[config.mk]
export PLATFORM = sky130hd
export DESIGN_NAME = dram_rowcol_ctrl
export DESIGN_NICKNAME = d
export VERILOG_FILES = /design/src/rtl/dram_ctrl_pkg.sv /design/src/rtl/dram_refresh_timer.sv /design/src/rtl/dram_req_hold.sv /design/src/rtl/dram_seq_fsm.sv /design/src/rtl/dram_rowcol_ctrl.sv
export SDC_FILE = /design/constraint.sdc
export NUM_CORES = 1
export LEC_CHECK = 0
export BUFFER_PORTS_ARGS = -buffer_cell sky130_fd_sc_hd__buf_2
export CAP_MARGIN = 10
export CORE_ASPECT_RATIO = 0.9
export CORE_MARGIN = 2
export CORE_UTILIZATION = 26
export DETAILED_ROUTE_END_ITERATION = 8
export SYNTH_ARGS = -nofsm -noshare
export SYNTH_HDL_FRONTEND = slang
export SYNTH_SLANG_ARGS = --single-unit
[constraint.sdc]
create_clock -name clk -period 3.3 [get_ports clk]
set_input_delay 0.99 -clock clk [delete_from_list [all_inputs] [get_ports clk]]
set_output_delay 0.99 -clock clk [all_outputs]
set_load 0.02 [all_outputs]
[src/rtl/dram_ctrl_pkg.sv]
package dram_ctrl_pkg;

  typedef enum logic [2:0] {
    ST_IDLE,
    ST_ROW,
    ST_COL,
    ST_DATA,
    ST_PRE,
    ST_REF
  } seq_state_t;

endpackage

[src/rtl/dram_refresh_timer.sv]
module dram_refresh_timer #(
  parameter int INTERVAL = 195,
  parameter int HALF_W   = 10
) (
  input  logic              clk,
  input  logic              rst,
  input  logic              ref_start,
  input  logic              ref_done,
  output logic              ref_due,
  output logic [HALF_W-1:0] ref_row
);
  localparam int TW = $clog2(INTERVAL) + 1;

  logic [TW-1:0] tmr;

  // free-running spacing timer: refresh request raised once per INTERVAL
  always_ff @(posedge clk) begin
    if (rst) begin
      tmr     <= TW'(INTERVAL - 1);
      ref_due <= 1'b0;
      ref_row <= '0;
    end else begin
      if (tmr == '0) tmr <= TW'(INTERVAL - 1);
      else           tmr <= tmr - 1'b1;

      if (tmr == '0)     ref_due <= 1'b1;
      else if (ref_start) ref_due <= 1'b0;

      if (ref_done) ref_row <= ref_row + 1'b1;
    end
  end
endmodule

[src/rtl/dram_req_hold.sv]
module dram_req_hold #(
  parameter int ADDR_W = 20,
  parameter int DATA_W = 8
) (
  input  logic              clk,
  input  logic              rst,
  input  logic              rd_in,
  input  logic              wr_in,
  input  logic [ADDR_W-1:0] addr_in,
  input  logic [DATA_W-1:0] wdata_in,
  input  logic              take,
  output logic              pend_v,
  output logic              pend_we,
  output logic [ADDR_W-1:0] pend_addr,
  output logic [DATA_W-1:0] pend_wdata
);
  logic capture;
  assign capture = (rd_in || wr_in) && !pend_v;

  always_ff @(posedge clk) begin
    if (rst)          pend_v <= 1'b0;
    else if (take)    pend_v <= 1'b0;
    else if (capture) pend_v <= 1'b1;
  end

  always_ff @(posedge clk) begin
    if (capture) begin
      pend_we    <= wr_in;
      pend_addr  <= addr_in;
      pend_wdata <= wdata_in;
    end
  end
endmodule

[src/rtl/dram_seq_fsm.sv]
module dram_seq_fsm
  import dram_ctrl_pkg::*;
#(
  parameter int HALF_W = 10,
  parameter int DATA_W = 8,
  parameter int T_RAS  = 2,
  parameter int T_CAS  = 2,
  parameter int T_PRE  = 2,
  parameter int T_REF  = 3
) (
  input  logic                clk,
  input  logic                rst,
  input  logic                ref_due,
  input  logic [HALF_W-1:0]   ref_row,
  input  logic                req_seen,
  input  logic                pend_v,
  input  logic                pend_we,
  input  logic [2*HALF_W-1:0] pend_addr,
  input  logic [DATA_W-1:0]   pend_wdata,
  output logic                take,
  output logic                ref_start,
  output logic                ref_done,
  output logic [HALF_W-1:0]   dram_a,
  output logic                ras_n,
  output logic                cas_n,
  output logic                we_n,
  output logic                dq_oe,
  output logic [DATA_W-1:0]   dq_out,
  input  logic [DATA_W-1:0]   dq_in,
  output logic [DATA_W-1:0]   rdata,
  output logic                ack,
  output logic                cpu_wait
);
  localparam int T_AB  = (T_RAS > T_CAS) ? T_RAS : T_CAS;
  localparam int T_CD  = (T_PRE > T_REF) ? T_PRE : T_REF;
  localparam int T_MAX = (T_AB > T_CD) ? T_AB : T_CD;
  localparam int CNT_W = $clog2(T_MAX + 1);

  seq_state_t          state;
  logic [CNT_W-1:0]    cnt;
  logic                ref_zone;
  logic                cur_we;
  logic [HALF_W-1:0]   cur_col;
  logic [DATA_W-1:0]   cur_wd;
  logic                cnt_zero;

  function automatic logic [CNT_W-1:0] load(input int n);
    return CNT_W'(n - 1);
  endfunction

  assign cnt_zero  = (cnt == '0);
  assign ref_start = (state == ST_IDLE) && ref_due;
  assign take      = (state == ST_IDLE) && !ref_due && pend_v;
  assign ref_done  = (state == ST_REF) && cnt_zero;
  assign dq_out    = cur_wd;

  always_ff @(posedge clk) begin
    if (take) begin
      cur_we  <= pend_we;
      cur_col <= pend_addr[HALF_W-1:0];
      cur_wd  <= pend_wdata;
    end
  end

  always_ff @(posedge clk) begin
    if (rst) begin
      state    <= ST_IDLE;
      cnt      <= '0;
      ras_n    <= 1'b1;
      cas_n    <= 1'b1;
      we_n     <= 1'b1;
      dq_oe    <= 1'b0;
      dram_a   <= '0;
      ack      <= 1'b0;
      cpu_wait <= 1'b0;
      ref_zone <= 1'b0;
      rdata    <= '0;
    end else begin
      ack <= 1'b0;
      if ((req_seen || pend_v) && (ref_zone || ref_start)) cpu_wait <= 1'b1;
      case (state)
        ST_IDLE: begin
          if (ref_start) begin
            state    <= ST_REF;
            ras_n    <= 1'b0;
            dram_a   <= ref_row;
            cnt      <= load(T_REF);
            ref_zone <= 1'b1;
          end else if (take) begin
            state  <= ST_ROW;
            ras_n  <= 1'b0;
            dram_a <= pend_addr[2*HALF_W-1:HALF_W];
            cnt    <= load(T_RAS);
          end
        end
        ST_ROW: begin
          if (cnt_zero) begin
            state  <= ST_COL;
            dram_a <= cur_col;
            cas_n  <= 1'b0;
            we_n   <= ~cur_we;
            dq_oe  <= cur_we;
            cnt    <= load(T_CAS);
          end else cnt <= cnt - 1'b1;
        end
        ST_COL: begin
          if (cnt_zero) begin
            state    <= ST_DATA;
            ack      <= 1'b1;
            cpu_wait <= 1'b0;
            if (!cur_we) rdata <= dq_in;
          end else cnt <= cnt - 1'b1;
        end
        ST_DATA: begin
          state <= ST_PRE;
          ras_n <= 1'b1;
          cas_n <= 1'b1;
          we_n  <= 1'b1;
          dq_oe <= 1'b0;
          cnt   <= load(T_PRE);
        end
        ST_PRE: begin
          if (cnt_zero) begin
            state    <= ST_IDLE;
            ref_zone <= 1'b0;
          end else cnt <= cnt - 1'b1;
        end
        ST_REF: begin
          if (cnt_zero) begin
            state <= ST_PRE;
            ras_n <= 1'b1;
            cnt   <= load(T_PRE);
          end else cnt <= cnt - 1'b1;
        end
        default: state <= ST_IDLE;
      endcase
    end
  end
endmodule

[src/rtl/dram_rowcol_ctrl.sv]
module dram_rowcol_ctrl #(
  parameter int HALF_W       = 10,
  parameter int DATA_W       = 8,
  parameter int T_RAS        = 2,
  parameter int T_CAS        = 2,
  parameter int T_PRE        = 2,
  parameter int T_REF        = 3,
  parameter int REF_INTERVAL = 195
) (
  input  logic                clk,
  input  logic                rst,
  input  logic                cpu_rd,
  input  logic                cpu_wr,
  input  logic [2*HALF_W-1:0] cpu_addr,
  input  logic [DATA_W-1:0]   cpu_wdata,
  output logic [DATA_W-1:0]   cpu_rdata,
  output logic                cpu_ack,
  output logic                cpu_wait,
  output logic [HALF_W-1:0]   dram_a,
  output logic                dram_ras_n,
  output logic                dram_cas_n,
  output logic                dram_we_n,
  output logic [DATA_W-1:0]   dram_dq_out,
  output logic                dram_dq_oe,
  input  logic [DATA_W-1:0]   dram_dq_in
);
  localparam int ADDR_W = 2 * HALF_W;

  logic              ref_due, ref_start, ref_done, take;
  logic [HALF_W-1:0] ref_row;
  logic              pend_v, pend_we;
  logic [ADDR_W-1:0] pend_addr;
  logic [DATA_W-1:0] pend_wdata;

  dram_refresh_timer #(.INTERVAL(REF_INTERVAL), .HALF_W(HALF_W)) u_timer (
    .clk(clk), .rst(rst), .ref_start(ref_start), .ref_done(ref_done),
    .ref_due(ref_due), .ref_row(ref_row)
  );

  dram_req_hold #(.ADDR_W(ADDR_W), .DATA_W(DATA_W)) u_hold (
    .clk(clk), .rst(rst), .rd_in(cpu_rd), .wr_in(cpu_wr),
    .addr_in(cpu_addr), .wdata_in(cpu_wdata), .take(take),
    .pend_v(pend_v), .pend_we(pend_we), .pend_addr(pend_addr),
    .pend_wdata(pend_wdata)
  );

  dram_seq_fsm #(
    .HALF_W(HALF_W), .DATA_W(DATA_W), .T_RAS(T_RAS), .T_CAS(T_CAS),
    .T_PRE(T_PRE), .T_REF(T_REF)
  ) u_fsm (
    .clk(clk), .rst(rst), .ref_due(ref_due), .ref_row(ref_row),
    .req_seen(cpu_rd || cpu_wr), .pend_v(pend_v), .pend_we(pend_we),
    .pend_addr(pend_addr), .pend_wdata(pend_wdata), .take(take),
    .ref_start(ref_start), .ref_done(ref_done), .dram_a(dram_a),
    .ras_n(dram_ras_n), .cas_n(dram_cas_n), .we_n(dram_we_n),
    .dq_oe(dram_dq_oe), .dq_out(dram_dq_out), .dq_in(dram_dq_in),
    .rdata(cpu_rdata), .ack(cpu_ack), .cpu_wait(cpu_wait)
  );
endmodule

## Word level (Yosys, flattened, before mapping)

Cells that the tools add are included.

- Bits in registers: 99
- Bits in latches: 0
- RAM bits: 0
- Bits in read-only memories: 0
- Output and inout bits: 32
- Logic and storage cells: 104
- Memories kept: 0

- $add $sub $neg: 3
- $mul: 0
- Divide/modulo/power cells: 0
- $lt $le $gt $ge: 0
- Equal/unequal tests: 12
- Shift-type cells: 0
- Mux-type cells: 34
- Bitwise gates (word level): 2
- Reductions and logical operators: 32

Operators by type and width:

| cell | count |
|---|---|
| 10-bit 2-to-1 mux | 3 |
| 10-bit case mux with 2 select lines | 1 |
| 3-bit 2-to-1 mux | 6 |
| 3-bit case mux with 6 select lines | 1 |
| 3-bit AND reduction | 5 |
| 1-bit 2-to-1 mux | 13 |
| 10-bit by 1-bit adder with 10-bit output (second input constant) | 1 |
| 2-bit by 1-bit inequality test with 1-bit output (second input constant) | 5 |
| 2-bit OR reduction | 5 |
| 9-bit zero test | 1 |
| 9-bit by 1-bit subtractor with 9-bit output (second input constant) | 1 |
| 2-bit 2-to-1 mux | 4 |
| 1-bit case mux with 2 select lines | 4 |
| 2-bit case mux with 4 select lines | 1 |
| 2-bit nonzero test | 4 |
| 3-bit by 2-bit == test with 1-bit output (second input constant) | 2 |
| 3-bit == test (second input constant) | 2 |
| 1-bit logical AND | 6 |
| 5-bit AND reduction | 1 |
| 4-bit nonzero test | 1 |
| 3-bit by 1-bit == test with 1-bit output (second input constant) | 1 |
| 3-bit zero test | 1 |
| 1-bit logical OR | 3 |
| 3-bit by 2-bit inequality test with 1-bit output (second input constant) | 1 |
| 8 further kinds | 10 |

## Logic depth before layout (Yosys ltp)

- Depth in word-level cells: 7
- Mapped depth: 7
- Mapped depth without buffers: 6

## Modules after synthesis

Synthesis repeated with hierarchy kept, for this count alone.

- Cells, all modules: 362
- Area total of the unflattened synthesis: 4023.9 sq um

By module, submodules not included:

| module | times used | cells an instance | area an instance (sq um) |
|---|---|---|---|
| dram_seq_fsm | 1 | 235 | 2254.7 |
| dram_req_hold | 1 | 34 | 908.4 |
| dram_refresh_timer | 1 | 92 | 854.6 |
| dram_rowcol_ctrl | 1 | 1 | 6.3 |

## Least setup slack after synthesis

No wires, ideal clock.

- Path type: register -> register
- From: reg u_fsm.state[1]
- To: reg u_fsm.cur_col[0] (enable)
- Arrival time: 2.893 ns
- Required time: 2.846 ns
- Setup slack: -0.048 ns
- Cell stages (with the launch flop): 4
- Path buffers: 1
- Clock period less this slack: 3.348 ns
- Cells stage by stage: dfxtp_1 > buf_2 > or2_1 > nor4b_1

- Word-level cells in the longest chain between the ends: 3

RTL lines:

| element | RTL line | source |
|---|---|---|
| start, declared | dram_seq_fsm.sv:39 | `seq_state_t state;` |
| start signal, assigned | dram_seq_fsm.sv:67 | `state <= ST_IDLE;` |
| start signal, assigned | dram_seq_fsm.sv:84 | `state <= ST_REF;` |
| start signal, assigned | dram_seq_fsm.sv:90 | `state <= ST_ROW;` |
| 3-bit zero test | dram_seq_fsm.sv:53 | `assign take = (state == ST_IDLE) && !ref_due && pend_v;` |
| 1-bit logical AND (2 in a row) | dram_seq_fsm.sv:53 |  |
| net take | dram_rowcol_ctrl.sv:29 | `logic ref_due, ref_start, ref_done, take;` |
| end signal, assigned | dram_seq_fsm.sv:60 | `cur_col <= pend_addr[HALF_W-1:0];` |
| end, declared | dram_seq_fsm.sv:43 | `logic [HALF_W-1:0] cur_col;` |

The timed path passes the listed nets, and every way through them passes these cells.
A chain may end at the register's enable or synchronous reset.

## Final worst setup path

- From: reg u_fsm.cnt[0]
- To: reg u_fsm.rdata[4]

- Word-level cells in the longest chain between the ends: 2

RTL lines:

| element | RTL line | source |
|---|---|---|
| start, declared | dram_seq_fsm.sv:40 | `logic [CNT_W-1:0] cnt;` |
| start signal, assigned | dram_seq_fsm.sv:87 | `cnt <= load(T_REF);` |
| start signal, assigned | dram_seq_fsm.sv:93 | `cnt <= load(T_RAS);` |
| start signal, assigned | dram_seq_fsm.sv:103 | `cnt <= load(T_CAS);` |
| 2-bit zero test | dram_seq_fsm.sv:51 | `assign cnt_zero = (cnt == '0);` |
| net u_fsm.cnt_zero | dram_seq_fsm.sv:45 | `logic cnt_zero;` |
| 3-bit AND reduction (no source line) | n/a |  |
| end signal, assigned | dram_seq_fsm.sv:111 | `if (!cur_we) rdata <= dq_in;` |
| end, declared | dram_seq_fsm.sv:30 | `output logic [DATA_W-1:0] rdata,` |

The timed path passes the listed nets, and every way through them passes these cells.

==> flow_summary_export.csv <==
group,metric,value,unit
worst_setup_path,startpoint_type,"register",
status,status,"complete, no violations",
global_route,grt_pass1_wl,13.5,mm
worst_setup_path,reg2reg_slack,1.13,ns
hold_path,hp-class,"reg -> reg",
sta,worst_clock_skew,0.00594,ns
clocking,htree_levels,3,
logic_synthesis,synth_xor_area_share,3.11,%
worst_setup_path,crit_type,"reg -> reg",
pwr,leakage,0.00188,uW
die,pin_count,72,
global_route,grt_max_degree,37,
layout,diodes,0,
clocking,clk_latency,0.35,ns
clocking,cts_resized,0,
sta,maxSlewViolCount,0,
die,rows,42,
clocking,cts_tree,"built",
clocking,hold_buffers,0,
clocking,clock-sinks,99,
pwr,ir_drop,393,uV
clocking,root_buffer,"clkbuf_16",
logic_synthesis,synth_cells,337,
sta,relSlewSlack,47.9,%
sta,finalSetupViolCount,0,
logic_synthesis,synth-compound-area-share,12.5,%
sta,fmax,462,MHz
place,dp.cells,593,
worst_setup_path,critPathCaptureType,"register",
hold_path,min_from,"u_hold.pend_wdata[2]$_DFFE_PP_",
place,io_buffers,71,
sta,fin_tns_setup,0,ns
logic_synthesis,ys_ff_latch,99,
worst_setup_path,arrival,2.44,ns
drt,dr.pass1.iters,4,
clocking,post-cts-setup-buffers,0,
sta,hold_viol_final,0,
logic_synthesis,avgSynthCellArea,11.7,um2
die,die_h,121,um
logic_synthesis,async_reset_ff_share,0,%
drt,avgViaCountPerCell,4.59,
hold_path,hold_path_depth,0,
logic_synthesis,muxShareOfSynthArea,0.254,%
logic_synthesis,ys_seq_area_share,62.5,%
global_route,grt_pass1_vias,2716,
logic_synthesis,synth_fp_nets,381,
logic_synthesis,yosysMostFrequentCell,"dfxtp_1",
sta,rsz0062_at_grt,"no",
drt,wl_per_cell,13.6,um
logic_synthesis,synth_top_area_share,36.6,%
layout,final_nets,450,
logic_synthesis,synth_common_cells,"dfxtp_1 (51), edfxtp_1 (48), nor2_1 (30), nor2b_1 (21), a21oi_1 (19)",
place,place.gp.congestion,0.788,
drt,postRouteAntennaNets,0,
layout,drive_gt1_share,25.5,%
logic_synthesis,synthAdderAreaFrac,1.27,%
clocking,numCtsBuffers,9,
logic_synthesis,synth_simple_gate_area_share,17.0,%
worst_setup_path,reg2reg_depth,6,
layout,syn_to_final_growth,22.5,%
pwr,p_per_area,768,nW/um2
logic_synthesis,synth_area,3940,um2
place,dp_hpwl,5.85,mm
hold_path,min_to,"u_fsm.dq_out[2]$_DFFE_PP_",
die,dieArea,16200,um2
clocking,clk_pin_slew,0.07,ns
die,start_util,26.7,%
layout,layoutNonFillerInstCount,609,
worst_setup_path,rr_endpoint,"u_fsm.rdata[4]$_SDFFE_PP0P_",
sta,period_needed,2.17,ns
worst_setup_path,required,3.57,ns
sta,worst_pin_slew,0.778,ns
logic_synthesis,yosys.area.top_type,"edfxtp_1",
worst_setup_path,r2r-start,"u_fsm.cnt[0]$_SDFFE_PP0P_",
worst_setup_path,critPathLaunch,"u_fsm.cnt[0]$_SDFFE_PP0P_",
clocking,cts_buffer_depth,2,
drt,route.detailed.drc,0,
drt,drt-total-wl,8.27,mm
global_route,antenna_found_initial,0,
worst_setup_path,path_max_fanout,13,
logic_synthesis,synth_area_leaders,"edfxtp_1 (37%), dfxtp_1 (26%), nor2b_1 (3.3%), nor2_1 (2.9%), xor2_1 (2.4%)",
global_route,grt-ovfl-total,0,
logic_synthesis,ys_warn_count,0,
global_route,grtUsageTotal,10.6,%
logic_synthesis,synth_top_family_by_area,"simple AND/OR/NAND/NOR gates",
die,die_w,134,um
drt,drt_iter0_markers,218,
drt,vias,2794,
logic_synthesis,synth_enable_flop_cells,48,
flow_run,drv_cap,0,
sta,fin_crit_sh,65.6,%
die,coreArea,14800,um2
logic_synthesis,synthFlopType,"dfxtp_1",
logic_synthesis,synth.distinct_cells,54,
[registers in the layout, summed over array words and instances, names as in the netlist, 2 cells and up]
signal / cells
u_timer.tmr: 9
u_fsm.cnt: 2
u_fsm.cur_col: 10
u_fsm.dram_a: 10
u_timer.ref_row: 10
u_fsm.rdata: 8
u_hold.pend_addr: 20
u_fsm.state: 3
u_hold.pend_wdata: 8
u_fsm.dq_out: 8
[cell families after synthesis]
group                      after synthesis
buffers and inverters                   28
adders and majority gates                4
DFF                                     99
xor gates and xnor gates                14
and+or+nand+nor                        120
AOI/OAI and AO/OA                       71
muxes                                    1
[worst max-delay path, stage by stage (launching register included)]
cell       delay (ns)
dfxtp_1          0.34
inv_1            0.08
ha_1             0.39
nand4bb_1        0.47
nor2_1           0.55
nand2_1          0.12
a21oi_1          0.14
[worst max path at each step]
| stage | to | depth (start not counted) |
|---|---|---|
| finish | u_fsm.rdata[4]$_SDFFE_PP0P_ | 6 |
| global route | u_fsm.rdata[2]$_SDFFE_PP0P_ | 6 |
| CTS | u_fsm.rdata[4]$_SDFFE_PP0P_ | 6 |
| detailed placement | u_fsm.rdata[4]$_SDFFE_PP0P_ | 6 |
| global placement | u_timer.tmr[5]$_SDFF_PP0_ | 4 |
| floorplan | u_hold.pend_addr[0]$_DFFE_PP_ | 2 |
[layer usage]
layer / routed length (um) / vias to the layer above / GRT usage [%]
met1: 3810 / 1333 / 13.6
li1: - / 1372 / -
met2: 3780 / 79 / 16.6
met4: 107 / 0 / 3.99
met5: 0 / - / 0
met3: 566 / 10 / 3.73
[area by class of cell]
class	count	area, um2
clock buffers	9	225
well taps	198	248
flip-flops and latches	99	2460
repair buffers	79	415
inverters	7	26.3
fillers	1484	9940
clock inverters	7	80.1
multi-input cells	210	1370
[stage by stage]
step                      hold WS [ns]  cell area, um2  utilization [%]  setup slack [ns]  total power, uW
after floorplan                  0.400            3950                -             0.622             2350
after global placement           0.402            4520             30.6              1.22             2650
after detailed placement         0.406            4520             30.6              1.14             2670
after CTS                        0.424            4830             32.7              1.13             3750
after global routing             0.429            4830             32.7             0.884             3920
final                            0.423            4830             32.7              1.13             3710
[report_power, final]
group	switching (uW)	total [uW]	internal, uW
registers	143	1690	1550
logic	587	948	361
clock network	470	1070	600
total	1200	3710	2510
[placed cells by master (no fill, tap or decap), drive strengths merged, types with 11 or more instances in the layout]
| master | instances |
|---|---|
| buf | 79 |
| dfxtp | 51 |
| edfxtp | 48 |
| nor2 | 30 |
| nor2b | 21 |
| a21oi | 19 |
| o21ai | 19 |
| nand2 | 18 |
| nor3 | 14 |
| xor2 | 11 |
| inv | 11 |
(Power assumes the default switching activity.)
